### config.mk
export PLATFORM = sky130hd
export DESIGN_NAME = tick_watchdog
export DESIGN_NICKNAME = d
export VERILOG_FILES = /design/src/rtl/tick_watchdog.sv
export SDC_FILE = /design/constraint.sdc
export NUM_CORES = 1
export LEC_CHECK = 0
export ABC_AREA = 1
export BUFFER_PORTS_ARGS = -buffer_cell sky130_fd_sc_hd__clkbuf_2
export CAP_MARGIN = 20
export CORE_ASPECT_RATIO = 0.6
export CORE_UTILIZATION = 45
export CTS_CLUSTER_SIZE = 40
export DETAILED_ROUTE_END_ITERATION = 12
export HOLD_SLACK_MARGIN = 0.15
export PLACE_DENSITY = 0.64
export SYNTH_ARGS = -nofsm -noshare
export SYNTH_HDL_FRONTEND = slang
export SYNTH_SLANG_ARGS = --single-unit
### constraint.sdc
create_clock -name clk -period 2.59 [get_ports clk]
set_clock_uncertainty 0.1 [all_clocks]
set_input_delay 0.1295 -clock clk [delete_from_list [all_inputs] [get_ports clk]]
set_output_delay 0.1295 -clock clk [all_outputs]
set_load 0.02 [all_outputs]
### src/rtl/tick_watchdog.sv
module tick_watchdog #(
  parameter int TICKS_PER_SEC = 1,
  parameter int PULSE_CYCLES  = 4
) (
  input  logic       clk,
  input  logic       rst,
  input  logic       wr_en,
  input  logic [7:0] wr_data,
  output logic [7:0] rd_data,
  input  logic       tick,
  output logic       wdt_rst
);
  localparam int MAX_TICKS = 60 * TICKS_PER_SEC;
  localparam int CW = $clog2(MAX_TICKS + 1);
  localparam int PW = $clog2(PULSE_CYCLES + 1);

  typedef enum logic [2:0] {S_OFF, S_ARM, S_DLY, S_RUN, S_RST} st_t;

  logic [3:0]    ctrl;
  st_t           st;
  logic [CW-1:0] cnt;
  logic [PW-1:0] pcnt;

  function automatic int dly_s(input logic [2:0] c);
    case (c)
      3'd1:       return 3;
      3'd2, 3'd7: return 60;
      default:    return 0;
    endcase
  endfunction

  function automatic int per_s(input logic [2:0] c);
    case (c)
      3'd1:       return 3;
      3'd2, 3'd5: return 1;
      3'd6, 3'd7: return 10;
      default:    return 0;
    endcase
  endfunction

  function automatic st_t entry_of(input logic [2:0] c);
    if (per_s(c) == 0)      return S_OFF;
    else if (dly_s(c) == 0) return S_ARM;
    else                    return S_DLY;
  endfunction

  wire set_chg = wr_en && (wr_data[2:0] != ctrl[2:0]);
  wire kick    = wr_en && (wr_data[3] != ctrl[3]);

  wire [CW-1:0] dly_lim = CW'(dly_s(ctrl[2:0]) * TICKS_PER_SEC);
  wire [CW-1:0] per_lim = CW'(per_s(ctrl[2:0]) * TICKS_PER_SEC);

  always_ff @(posedge clk) begin
    if (rst) begin
      ctrl <= 4'h3;
      st   <= S_OFF;
      cnt  <= '0;
      pcnt <= '0;
    end else begin
      if (wr_en) ctrl <= wr_data[3:0];
      if (set_chg) begin
        st   <= entry_of(wr_data[2:0]);
        cnt  <= '0;
        pcnt <= '0;
      end else begin
        case (st)
          S_ARM: if (kick) begin
            st  <= S_RUN;
            cnt <= '0;
          end
          S_DLY: if (tick) begin
            if (cnt == dly_lim - CW'(1)) begin
              st  <= S_RUN;
              cnt <= '0;
            end else cnt <= cnt + CW'(1);
          end
          S_RUN: begin
            if (kick) cnt <= '0;
            else if (tick) begin
              if (cnt == per_lim - CW'(1)) begin
                st   <= S_RST;
                cnt  <= '0;
                pcnt <= '0;
              end else cnt <= cnt + CW'(1);
            end
          end
          S_RST: begin
            if (pcnt == PW'(PULSE_CYCLES - 1)) begin
              st   <= entry_of(ctrl[2:0]);
              pcnt <= '0;
            end else pcnt <= pcnt + PW'(1);
          end
          default: ;
        endcase
      end
    end
  end

  assign rd_data = {4'b0000, ctrl};
  assign wdt_rst = (st == S_RST);
endmodule

==> run_summary.xml <==
<?xml version="1.0" encoding="UTF-8"?>
<metrics>
  <group name="status">
    <metric name="outcome" unit="">finished, final reports clean</metric>
  </group>
  <group name="pwr">
    <metric name="power_frac_seq" unit="%">36.5</metric>
    <metric name="switching_power" unit="uW">302</metric>
    <metric name="p_int" unit="uW">498</metric>
    <metric name="power_density" unit="nW/um^2">548</metric>
    <metric name="vdd_ir_drop_max" unit="mV">0.245</metric>
    <metric name="p_comb_share" unit="%">34.3</metric>
    <metric name="sw_frac_of_total" unit="%">37.7</metric>
    <metric name="p_leak" unit="nW">0.723</metric>
    <metric name="p_clk_share" unit="%">29.2</metric>
  </group>
  <group name="synth">
    <metric name="synth_seq_area_share" unit="%">25.5</metric>
    <metric name="post_synthesis_cell_type_count" unit="">23</metric>
    <metric name="cell_count_after_synthesis" unit="">208</metric>
    <metric name="yosys_warnings" unit="">0</metric>
    <metric name="netlist_area" unit="um^2">1260</metric>
    <metric name="postSynthRegisterBits" unit="">16</metric>
    <metric name="post_synth.cell_area_avg" unit="um^2">6.04</metric>
  </group>
  <group name="die">
    <metric name="i_o_pins" unit="">21</metric>
    <metric name="core_area" unit="um^2">2570</metric>
    <metric name="chipHeight" unit="um">42.9</metric>
    <metric name="die_area" unit="um^2">3010</metric>
    <metric name="std_cell_rows" unit="">14</metric>
    <metric name="start_util" unit="%">48.8</metric>
    <metric name="die-width" unit="um">70.2</metric>
  </group>
  <group name="setup_path">
    <metric name="ff2ff_path_depth" unit="">13</metric>
    <metric name="end_kind" unit="">register</metric>
    <metric name="critPathMostFrequentCell" unit="">sky130_fd_sc_hd__nand2_1</metric>
    <metric name="critPathKind" unit="">reg -&gt; reg</metric>
    <metric name="worst_path_maximum_fanout" unit="">7</metric>
    <metric name="path_cells" unit="">nand2_1, o21ai_0, inv_1, ha_1, xnor2_1, nor2_1, nand3_1, a21oi_1, nand3_2, nand2_2, nand2_1, nand2_1, nor2_1</metric>
    <metric name="max_stage_delay_cell_worst_path" unit="">sky130_fd_sc_hd__dfxtp_1</metric>
    <metric name="required" unit="ns">2.65</metric>
    <metric name="critPathLaunchType" unit="">register</metric>
    <metric name="cp_data_arrival_time" unit="ns">2.33</metric>
    <metric name="worst_path_largest_cell_delay" unit="ns">0.48</metric>
    <metric name="path_buf_inv" unit="">1</metric>
    <metric name="critical_path_cell_count" unit="">13</metric>
    <metric name="cpLargestDelayFamily" unit="">simple AND/OR/NAND/NOR gates</metric>
  </group>
  <group name="placed_design">
    <metric name="port_buffers" unit="">12</metric>
    <metric name="gp_routability_congestion" unit="">0.806</metric>
    <metric name="dpl.hpwl" unit="um">2450</metric>
  </group>
  <group name="global_route">
    <metric name="grt_pass1_vias" unit="">1283</metric>
    <metric name="global_route_wire_length_before_repair" unit="um">5460</metric>
    <metric name="grtUsageTotal" unit="%">23.4</metric>
    <metric name="grt_antenna_before_repair" unit="">0</metric>
    <metric name="grt_start_max_net_pins" unit="">11</metric>
    <metric name="gr-total-overflow" unit="">0</metric>
  </group>
  <group name="routing">
    <metric name="initialDrtViolationCount" unit="">60</metric>
    <metric name="dr_total_vias" unit="">1357</metric>
    <metric name="maxUsedRoutingLayer" unit="">met4</metric>
    <metric name="drt-wirelength-per-cell" unit="um">12.2</metric>
    <metric name="detail_route.first_pass.iterations" unit="">4</metric>
    <metric name="drt-total-wl" unit="um">3180</metric>
    <metric name="remaining_drc_errors" unit="">0</metric>
    <metric name="drt.antenna.violating_nets" unit="">0</metric>
    <metric name="met2RoutedLength" unit="um">1380</metric>
    <metric name="wl_met1" unit="um">1600</metric>
    <metric name="met3WireLength" unit="um">191</metric>
    <metric name="post_drt_via_cell_ratio" unit="">5.18</metric>
  </group>
  <group name="sta">
    <metric name="fin_setup_tns" unit="ns">0</metric>
    <metric name="setup_viol" unit="">0</metric>
    <metric name="hold_fails_final_rpt" unit="">0</metric>
    <metric name="timing_max_transition_violations_final" unit="">0</metric>
    <metric name="setup_repair_after_global_routing_missed_its_margin" unit="">no</metric>
    <metric name="final.period_utilization" unit="%">87.5</metric>
    <metric name="fin_crit" unit="ns">2.27</metric>
    <metric name="max_freq" unit="MHz">441</metric>
  </group>
  <group name="clock_tree">
    <metric name="cts_root_buf" unit="">sky130_fd_sc_hd__clkbuf_8</metric>
    <metric name="cts_tree" unit="">done</metric>
    <metric name="cts.sink_count" unit="">16</metric>
    <metric name="cts_inserted_buffers" unit="">3</metric>
    <metric name="clockBufferDepth" unit="">2</metric>
    <metric name="cts.htree.levels" unit="">1</metric>
    <metric name="cts_setup_buffers" unit="">0</metric>
    <metric name="clock_insertion_delay_worst_skew" unit="ns">0.26</metric>
    <metric name="path_clk_slew" unit="ns">0.07</metric>
  </group>
  <group name="cells_and_area">
    <metric name="synthToLayoutAreaGrowth" unit="%">16.2</metric>
    <metric name="insertedDiodeCount" unit="">0</metric>
    <metric name="post_route_cells_drive_above_1_share" unit="%">12.6</metric>
    <metric name="layout.cells.most_common" unit="">sky130_fd_sc_hd__nand2_1</metric>
    <metric name="finalCoreUtilization" unit="%">56.7</metric>
    <metric name="number_of_nets_in_the_layout" unit="">249</metric>
    <metric name="most-common-layout-cells" unit="">sky130_fd_sc_hd__nand2_1 (53), sky130_fd_sc_hd__inv_1 (34), sky130_fd_sc_hd__nand3_1 (20), sky130_fd_sc_hd__nor2_1 (20), sky130_fd_sc_hd__o21ai_0 (16)</metric>
  </group>
  <group name="min_path">
    <metric name="worstHoldPathCells" unit="">6</metric>
    <metric name="hold_class" unit="">in -&gt; reg</metric>
  </group>
  <group name="flow_run">
    <metric name="drv.max_cap_violation_count" unit="">0</metric>
  </group>
</metrics>
==> cell usage after synthesis (all sizes together) <==
| cell type | count | area share (%) |
|---|---|---|
| or2 | 1 | 0.50 |
| nand2 | 58 | 18 |
| a21oi | 12 | 5.1 |
| nand4 | 2 | 1.0 |
| dfxtp | 16 | 25 |
| nor2 | 20 | 6.0 |
| xnor2 | 4 | 2.8 |
| xor2 | 1 | 0.70 |
| nand3 | 22 | 9.6 |
| inv | 36 | 11 |
| buf | 5 | 3.3 |
| conb | 1 | 0.30 |
| nor3 | 4 | 1.6 |
| o21ai | 16 | 6.4 |
| o22ai | 1 | 0.50 |
| ha | 6 | 6.0 |
| nor3b | 2 | 1.2 |
| o21bai | 1 | 0.60 |
==> through the flow <==
stage | instance area, um^2 | instances | hold WS, ns | worst slack, ns | power (mW)
6_report | 1460 | 262 | 0.302 | 0.322 | 0.800
5_1_grt | 1460 | 262 | 0.343 | 0.0169 | 0.861
2_1_floorplan | 1270 | 211 | 0.0919 | 0.446 | 0.496
4_1_cts | 1460 | 262 | 0.304 | 0.243 | 0.801
3_3_place_gp | 1330 | 251 | 0.269 | 0.360 | 0.544
3_5_place_dp | 1330 | 251 | 0.273 | 0.267 | 0.556
==> worst reg2reg max path: stages, from the launching register on <==
cell	delay, ns
sky130_fd_sc_hd__dfxtp_1	0.48
sky130_fd_sc_hd__nand2_1	0.12
sky130_fd_sc_hd__o21ai_0	0.16
sky130_fd_sc_hd__inv_1	0.10
sky130_fd_sc_hd__ha_1	0.30
sky130_fd_sc_hd__xnor2_1	0.13
sky130_fd_sc_hd__nor2_1	0.10
sky130_fd_sc_hd__nand3_1	0.10
sky130_fd_sc_hd__a21oi_1	0.18
sky130_fd_sc_hd__nand3_2	0.15
sky130_fd_sc_hd__nand2_2	0.10
sky130_fd_sc_hd__nand2_1	0.05
sky130_fd_sc_hd__nand2_1	0.06
sky130_fd_sc_hd__nor2_1	0.04
==> worst paths after layout <==
check | start | endpoint | slack, ns
worst max-delay path | ctrl[1]$_SDFFE_PP1P_ | st[1]$_SDFFE_PP0P_ | 0.32
worst min-delay path | tick | pcnt[2]$_SDFFE_PP0P_ | 0.30
worst max register to register | ctrl[1]$_SDFFE_PP1P_ | st[1]$_SDFFE_PP0P_ | 0.32
worst min register to register | pcnt[1]$_SDFFE_PP0P_ | pcnt[1]$_SDFFE_PP0P_ | 0.37
==> routing by layer <==
layer,vias up,track usage [%]
met2,47,40.0
li1,692,-
met4,0,4.80
met5,-,0
met3,2,5.70
met1,616,30.2
==> final cells by class <==
class                           count  area (um^2)
Clock buffer                        4         55.1
Timing Repair Buffer               20          138
Fill cell                         258         1110
Multi-Input combinational cell    154          771
Inverter                           36          135
Tap cell                           32         40.0
Sequential cell                    16          322
==> timing repair <==
action                                  4_1_cts  5_1_grt
endpoints found under the setup margin        0        2
gates resized for setup                       0        1
endpoints found under the hold margin         6        0
hold buffers                                  7        0
==> flip-flops by register name (all words and copies together) (netlist names) <==
name	cells
cnt	6
ctrl	4
st	3
pcnt	3
==> power by group through the flow <==
stage | Sequential (mW) | Clock, mW | Combinational [mW]
2_1_floorplan | 0.293 | 0 | 0.203
3_3_place_gp | 0.294 | 0 | 0.250
3_5_place_dp | 0.296 | 0 | 0.260
4_1_cts | 0.290 | 0.241 | 0.271
5_1_grt | 0.294 | 0.255 | 0.312
6_report | 0.292 | 0.233 | 0.275
==> kinds of logic after synthesis <==
logic type      after synthesis  share of synthesized area [%]
fa+ha+maj                     6                           5.98
simple gates                109                           38.1
compound gates               30                           12.6
flops                        16                           25.5
buf+inv                      41                           14.0
xor+xnor                      5                           3.49
other cells                   1                          0.299
Note: power is estimated with default switching activity, not from simulation.
